`src/rtl/nor_cmd_pkg.sv`:
```
// Opcodes and state encodings shared by the NOR command engine.
// Assumes byte-framed traffic: the first byte of each chip-select frame is an opcode.
package nor_cmd_pkg;
    localparam logic [7:0] OP_RDID  = 8'h9F;
    localparam logic [7:0] OP_RDSR  = 8'h05;
    localparam logic [7:0] OP_WREN  = 8'h06;
    localparam logic [7:0] OP_WRDI  = 8'h04;
    localparam logic [7:0] OP_WRSR  = 8'h01;
    localparam logic [7:0] OP_READ  = 8'h03;
    localparam logic [7:0] OP_PROG  = 8'h02;
    localparam logic [7:0] OP_SERA  = 8'hD8;
    localparam logic [7:0] OP_BERA  = 8'hC7;
    localparam logic [7:0] OP_WIDE  = 8'hB7;
    localparam logic [7:0] OP_RSTEN = 8'h66;
    localparam logic [7:0] OP_RSTGO = 8'h99;

    typedef enum logic [2:0] {
        ST_IDLE, ST_ADDR, ST_READ, ST_PROG, ST_ID, ST_STAT, ST_WRS, ST_SKIP
    } nor_state_e;

    typedef enum logic [1:0] {
        K_READ, K_PROG, K_SERASE
    } addr_kind_e;
endpackage

```
`src/rtl/nor_status_reg.sv`:
```
// Status register: write-enable latch, lockable protect bits, address mode.
// Assumes set/clear strobes are single-cycle; soft reset wins over all of them.
module nor_status_reg (
    input  logic       clk,
    input  logic       rst_n,
    input  logic       wel_set,
    input  logic       wel_clr,
    input  logic       sr_wr,
    input  logic [7:2] sr_wdata,
    input  logic       wp_n,
    input  logic       mode4_set,
    input  logic       soft_rst,
    output logic [7:0] status,
    output logic       addr4
);
    logic [5:0] keep_bits;
    logic       wel;
    logic       locked;

    // Status writes are refused when the pin and the lock bit both protect.
    assign locked = !wp_n && keep_bits[5];

    // Latch, mode and stored bits update.
    always_ff @(posedge clk) begin
        if (!rst_n) begin
            keep_bits <= '0;
            wel       <= 1'b0;
            addr4     <= 1'b0;
        end else begin
            if (soft_rst) begin
                wel   <= 1'b0;
                addr4 <= 1'b0;
            end else begin
                if (wel_set)      wel <= 1'b1;
                else if (wel_clr) wel <= 1'b0;
                if (mode4_set)    addr4 <= 1'b1;
            end
            if (sr_wr && !locked) keep_bits <= sr_wdata;
        end
    end

    assign status = {keep_bits, wel, 1'b0};

    a_r4_locked_hold: assert property (@(posedge clk) disable iff (!rst_n)
        (sr_wr && !wp_n && status[7]) |=> $stable(status[7:2]));
    a_r4_open_write: assert property (@(posedge clk) disable iff (!rst_n)
        (sr_wr && (wp_n || !status[7])) |=> (status[7:2] == $past(sr_wdata)));
    a_r12_soft_reset: assert property (@(posedge clk) disable iff (!rst_n)
        soft_rst |=> (!addr4 && !status[1]));
    a_r3_latch_set: assert property (@(posedge clk) disable iff (!rst_n)
        (wel_set && !soft_rst) |=> status[1]);
endmodule

```
`src/rtl/nor_addr_seq.sv`:
```
// Address collector: shifts address bytes MSB first, then steps the address
// linearly (read stream) or within the page (program).
// Assumes AW > 8 and that a clear precedes each address phase.
module nor_addr_seq #(
    parameter int AW     = 25,
    parameter int PAGE_W = 8
) (
    input  logic          clk,
    input  logic          rst_n,
    input  logic          load_clr,
    input  logic          shift_en,
    input  logic [7:0]    shift_byte,
    input  logic          addr4,
    input  logic          incr,
    input  logic          pincr,
    output logic [AW-1:0] addr,
    output logic          last_byte
);
    logic [AW-1:0] shreg;
    logic [2:0]    cnt;
    logic [2:0]    need_m1;

    assign need_m1   = addr4 ? 3'd3 : 3'd2;
    assign last_byte = shift_en && (cnt == need_m1);

    // Address assembly and stepping.
    always_ff @(posedge clk) begin
        if (!rst_n) begin
            shreg <= '0;
            cnt   <= '0;
        end else if (load_clr) begin
            shreg <= '0;
            cnt   <= '0;
        end else if (shift_en) begin
            shreg <= {shreg[AW-9:0], shift_byte};
            cnt   <= cnt + 3'd1;
        end else if (incr) begin
            shreg <= shreg + 1'b1;
        end else if (pincr) begin
            shreg[PAGE_W-1:0] <= shreg[PAGE_W-1:0] + 1'b1;
        end
    end

    assign addr = shreg;

    a_r11_addr_count: assert property (@(posedge clk) disable iff (!rst_n)
        shift_en |-> (cnt <= need_m1));
    a_r7_page_wrap: assert property (@(posedge clk) disable iff (!rst_n)
        pincr |=> (addr[AW-1:PAGE_W] == $past(addr[AW-1:PAGE_W])));
endmodule

```
`src/rtl/nor_cmd_ctrl.sv`:
```
// Top of the NOR command engine: opcode decoder, response mux, storage requests.
// Assumes rx_vld is a one-cycle strobe per byte, and mem_rdata follows mem_addr
// combinationally. Erase strobes fire in the first cycle cs_n is seen high.
module nor_cmd_ctrl
    import nor_cmd_pkg::*;
#(
    parameter int          AW     = 25,
    parameter int          PAGE_W = 8,
    parameter int          SECT_W = 16,
    parameter logic [23:0] DEV_ID = 24'h20BA19
) (
    input  logic          clk,
    input  logic          rst_n,
    input  logic          cs_n,
    input  logic          rx_vld,
    input  logic [7:0]    rx_byte,
    input  logic          wp_n,
    output logic [7:0]    tx_byte,
    output logic [AW-1:0] mem_addr,
    input  logic [7:0]    mem_rdata,
    output logic          mem_prog,
    output logic [7:0]    mem_wdata,
    output logic          mem_erase_sec,
    output logic          mem_erase_all
);
    nor_state_e    state;
    addr_kind_e    kind;
    logic [1:0]    id_idx;
    logic          cs_q, pend_se, pend_be, auto_clr, rst_arm;
    logic          byte_ev, frame_end, opc_ev, wel;
    logic          wel_set, wel_clr, sr_wr, mode4_set, soft_rst;
    logic          last_byte, addr4;
    logic [7:0]    status;
    logic [AW-1:0] cur_addr;

    assign byte_ev   = rx_vld && !cs_n;
    assign frame_end = !cs_q && cs_n;
    assign opc_ev    = byte_ev && (state == ST_IDLE);
    assign wel       = status[1];

    // Strobes toward the status register.
    assign wel_set   = opc_ev && (rx_byte == OP_WREN);
    assign wel_clr   = (opc_ev && (rx_byte == OP_WRDI)) || (frame_end && auto_clr);
    assign mode4_set = opc_ev && (rx_byte == OP_WIDE);
    assign soft_rst  = opc_ev && (rx_byte == OP_RSTGO) && rst_arm;
    assign sr_wr     = byte_ev && (state == ST_WRS);

    nor_status_reg u_status (
        .clk       (clk),
        .rst_n     (rst_n),
        .wel_set   (wel_set),
        .wel_clr   (wel_clr),
        .sr_wr     (sr_wr),
        .sr_wdata  (rx_byte[7:2]),
        .wp_n      (wp_n),
        .mode4_set (mode4_set),
        .soft_rst  (soft_rst),
        .status    (status),
        .addr4     (addr4)
    );

    nor_addr_seq #(.AW(AW), .PAGE_W(PAGE_W)) u_addr (
        .clk        (clk),
        .rst_n      (rst_n),
        .load_clr   (opc_ev),
        .shift_en   (byte_ev && (state == ST_ADDR)),
        .shift_byte (rx_byte),
        .addr4      (addr4),
        .incr       (byte_ev && (state == ST_READ)),
        .pincr      (byte_ev && (state == ST_PROG)),
        .addr       (cur_addr),
        .last_byte  (last_byte)
    );

    // Frame sequencer: opcode decode, phase tracking, pending erases.
    always_ff @(posedge clk) begin
        if (!rst_n) begin
            state    <= ST_IDLE;
            kind     <= K_READ;
            id_idx   <= '0;
            cs_q     <= 1'b1;
            pend_se  <= 1'b0;
            pend_be  <= 1'b0;
            auto_clr <= 1'b0;
            rst_arm  <= 1'b0;
        end else begin
            cs_q <= cs_n;
            if (cs_n) begin
                state    <= ST_IDLE;
                pend_se  <= 1'b0;
                pend_be  <= 1'b0;
                auto_clr <= 1'b0;
            end else if (byte_ev) begin
                case (state)
                    ST_IDLE: begin
                        rst_arm <= (rx_byte == OP_RSTEN);
                        state   <= ST_SKIP;
                        case (rx_byte)
                            OP_RDID: begin state <= ST_ID; id_idx <= '0; end
                            OP_RDSR: state <= ST_STAT;
                            OP_READ: begin state <= ST_ADDR; kind <= K_READ; end
                            OP_WRSR: if (wel) begin state <= ST_WRS; auto_clr <= 1'b1; end
                            OP_PROG: if (wel) begin
                                state <= ST_ADDR; kind <= K_PROG; auto_clr <= 1'b1;
                            end
                            OP_SERA: if (wel) begin
                                state <= ST_ADDR; kind <= K_SERASE; auto_clr <= 1'b1;
                            end
                            OP_BERA: if (wel) begin pend_be <= 1'b1; auto_clr <= 1'b1; end
                            default: ;
                        endcase
                    end
                    ST_ADDR: if (last_byte) begin
                        case (kind)
                            K_READ:  state <= ST_READ;
                            K_PROG:  state <= ST_PROG;
                            default: begin state <= ST_SKIP; pend_se <= 1'b1; end
                        endcase
                    end
                    ST_ID:   if (id_idx != 2'd3) id_idx <= id_idx + 2'd1;
                    ST_WRS:  state <= ST_SKIP;
                    default: ;
                endcase
            end
        end
    end

    // Response byte for the next slot.
    always_comb begin
        tx_byte = 8'hFF;
        case (state)
            ST_ID: begin
                case (id_idx)
                    2'd0:    tx_byte = DEV_ID[23:16];
                    2'd1:    tx_byte = DEV_ID[15:8];
                    2'd2:    tx_byte = DEV_ID[7:0];
                    default: tx_byte = 8'h00;
                endcase
            end
            ST_STAT: tx_byte = status;
            ST_READ: tx_byte = mem_rdata;
            default: tx_byte = 8'hFF;
        endcase
    end

    // Storage port requests.
    assign mem_prog      = byte_ev && (state == ST_PROG);
    assign mem_wdata     = rx_byte;
    assign mem_erase_sec = frame_end && pend_se;
    assign mem_erase_all = frame_end && pend_be;
    assign mem_addr      = mem_erase_sec ? {cur_addr[AW-1:SECT_W], {SECT_W{1'b0}}} : cur_addr;

    a_r5_prog_needs_wel: assert property (@(posedge clk) disable iff (!rst_n)
        mem_prog |-> wel);
    a_r5_erase_needs_wel: assert property (@(posedge clk) disable iff (!rst_n)
        (mem_erase_sec || mem_erase_all) |-> wel);
    a_r10_wel_after_erase: assert property (@(posedge clk) disable iff (!rst_n)
        mem_erase_all |=> !wel);
    a_r1_idle_response: assert property (@(posedge clk) disable iff (!rst_n)
        (cs_n && $past(cs_n)) |-> (tx_byte == 8'hFF));
    a_r8_single_erase: assert property (@(posedge clk) disable iff (!rst_n)
        mem_erase_sec |=> !mem_erase_sec);
endmodule

```
`config.mk`:
```
export PLATFORM = sky130hd
export DESIGN_NAME = nor_cmd_ctrl
export DESIGN_NICKNAME = d
export VERILOG_FILES = /design/src/rtl/nor_cmd_pkg.sv /design/src/rtl/nor_status_reg.sv /design/src/rtl/nor_addr_seq.sv /design/src/rtl/nor_cmd_ctrl.sv
export SDC_FILE = /design/constraint.sdc
export NUM_CORES = 1
export LEC_CHECK = 0
export CORE_ASPECT_RATIO = 0.5
export CORE_MARGIN = 2
export CORE_UTILIZATION = 56
export CTS_CLUSTER_DIAMETER = 100
export DETAILED_ROUTE_END_ITERATION = 16
export GPL_TIMING_DRIVEN = 1
export HOLD_SLACK_MARGIN = 0.05
export PLACE_DENSITY_LB_ADDON = 0.1
export SLEW_MARGIN = 20
export SYNTH_ARGS = -nofsm -noshare
export SYNTH_HDL_FRONTEND = slang
export SYNTH_HIERARCHICAL = 1
export SYNTH_SLANG_ARGS = --single-unit
```
`constraint.sdc`:
```
create_clock -name clk -period 3.9 [get_ports clk]
set_input_delay 0.39 -clock clk [delete_from_list [all_inputs] [get_ports clk]]
set_output_delay 0.39 -clock clk [all_outputs]
set_load 0.02 [all_outputs]
```
==> impl_metrics.json <==
{
  "period_needed_ns": 2.95,
  "post-route-period-util_pct": 75.7,
  "ys_types": 59,
  "vias": 3175,
  "slew_viol_final": 0,
  "gr-total-overflow": 0,
  "cp-end-kind": "flop",
  "synth.yosys.warnings": 6,
  "placed_cell_area_um2": 3790,
  "syn-cell-area_um2": 3200,
  "area_growth_pct": 23.4,
  "coreArea_um2": 5490,
  "cap_violations": 0,
  "grt_max_degree": 36,
  "start_kind": "flop",
  "clockBufferDepth": 2,
  "async_reset_ff_share_pct": 0,
  "timing.hold.ws_ns": 0.459,
  "routed_wl_um": 8410,
  "setup_total_negative_slack_ns": 0,
  "cts-root-buf": "clkbuf_16",
  "hpwl_um": 5970,
  "rows": 19,
  "crit_path_max_fanout": 17,
  "drc": 0,
  "antenna_found_initial": 0,
  "grtUsageTotal_pct": 27.0,
  "synth_flop_cell": "dfxtp_1",
  "rsz0062_at_grt": "false",
  "p_leak_nw": 1.37,
  "vias_per_cell": 6.02,
  "hp-class": "reg2reg",
  "grt_pass1_wl_um": 14000,
  "mostFrequentLayoutCell": "clkdlybuf4s50_1",
  "final_area_um2": 3960,
  "clk_latency_ns": 0.29,
  "synthesis.nets": 438,
  "regToRegSetupSlack_ns": 0.95,
  "ant_nets": 0,
  "drtIter0Drc": 239,
  "grt_pass1_vias": 2955,
  "tritoncts": "built",
  "dieHeight_um": 57.5,
  "postSynthCellCount": 410,
  "synth-seq-cells": 48,
  "drive_gt1_share_pct": 6.17,
  "synth_edf_count": 0,
  "cts_buffers": 5,
  "crit_type": "reg2reg",
  "ctsHtreeMaxLevel": 2,
  "finalNetCount": 481,
  "skew_ns": 0.00586,
  "timing.fmax_mhz": 339,
  "vdd_drop_max_mv": 0.239,
  "outcome": "finished, final reports clean",
  "hold_viol_final": 0,
  "dr.pass1.iters": 5,
  "syn_avg_cell_area_um2": 7.82,
  "cts_hold_buffers": 0,
  "cts_setup_buffers": 0,
  "die_area_um2": 6380,
  "cp_data_arrival_time_ns": 3.12,
  "cp_data_required_time_ns": 4.07,
  "place_congestion": 0.879,
  "setup_viol_count_final": 0,
  "cts.sinks": 48,
  "die_w_um": 111,
  "wire_per_inst_um": 16.0,
  "worst_slew_pin_slew_ns": 0.967,
  "ioPinCount": 65,
  "max-slew-margin-rel_pct": 35.4,
  "start_util_pct": 58.4,
  "cts_resized": 0,
  "port-buffer-count": 64,
  "clkTransAtPathRegs_ns": 0.06,
  "p_per_area_nw_per_um2": 287,
  "antennaDiodeCount": 0,
  "final_cell_mix": "64 x clkdlybuf4s50_1, 48 x dfxtp_1, 40 x nand2_1",
  "ys_seq_area_share_pct": 30.0
}
registers in the layout, summed over array words and instances (netlist names):
register and count:
u_addr/addr 25, cs_q 1, pend_be 1, u_status/wel 1
kind 2, u_status/keep_bits 6, state 3, pend_se 1
rst_arm 1, u_status/addr4 1, auto_clr 1, u_addr/cnt 3
id_idx 2
final cells by class:
cell class / count / area (um2)
Clock inverter: 2 / 35.0
Fill cell: 443 / 1540
Sequential cell: 48 / 961
Tap cell: 73 / 91.3
Inverter: 14 / 52.6
Clock buffer: 6 / 129
Multi-Input combinational cell: 318 / 2030
Timing Repair Buffer: 66 / 656
metal layers:
metal | routed length, um | vias up | share of wire (%) | global-route usage, %
li1 | - | 1560 | - | -
met1 | 3910 | 1469 | 47 | 36.6
met2 | 3890 | 127 | 46 | 46.5
met3 | 507 | 19 | 6.0 | 5.21
met4 | 99 | 0 | 1.2 | 4.64
met5 | 0 | - | 0 | 0
report_power, final:
group	switching [mW]	internal [mW]	total, mW
registers	0.0133	0.496	0.510
logic	0.0750	0.0630	0.138
clock network	0.187	0.302	0.489
total	0.276	0.861	1.14
synth_stat cells (all sizes together) (4+ instances only):
cell	instances	area [um2]
nor2b	10	62.6
nor3	20	110
inv	14	52.6
a21oi	24	120
or3	4	30.0
mux2i	18	180
xnor2	10	87.6
a31oi	10	62.6
and2	19	119
clkbuf	15	56.3
nand2	40	150
dfxtp	48	961
and4	8	70.1
or4	6	52.6
nand2b	9	56.3
nand4	10	62.6
a211oi	6	45.0
nor4	8	65.1
nand3	9	55.1
o21ai	25	125
ha	7	87.6
nor2	39	156
buf	15	109
logic make-up (layout without fill, tap and decap cells):
family | after synthesis | in the layout | synth area share [%]
mux | 19 | 19 | 5.97
compound gates | 86 | 86 | 17.5
buf+inv | 44 | 88 | 6.79
xor+xnor | 13 | 13 | 3.55
other cells | 1 | 1 | 0.117
simple gates | 192 | 192 | 33.4
fa+ha+maj | 7 | 7 | 2.73
flops | 48 | 48 | 30.0
critical path, cell delays in order, from the launching register on:
cell	delay (ns)
dfxtp_1	0.51
or3b_4	0.52
nor2_1	0.42
nand4_1	0.27
nor4_4	0.55
a211oi_1	0.17
a2111oi_0	0.36
stage by stage:
step	power (mW)	worst slack, ns	utilization, %	instances
3_3_place_gp	0.653	0.786	69.0	519
5_1_grt	1.18	0.680	72.0	527
2_1_floorplan	0.596	1.50	-	410
4_1_cts	1.14	1.02	72.0	527
3_5_place_dp	0.656	0.716	69.0	519
6_report	1.14	0.946	72.0	527
final timing paths:
kind | end | start | cells after the start
hold reg to reg | u_status/keep_bits[0] | u_status/keep_bits[0] | 2
hold / removal | u_status/keep_bits[0] | u_status/keep_bits[0] | 2
setup reg to reg | u_addr/addr[16] | state[0] | 6
setup / recovery | u_addr/addr[16] | state[0] | 6
(Power assumes the default switching activity.)
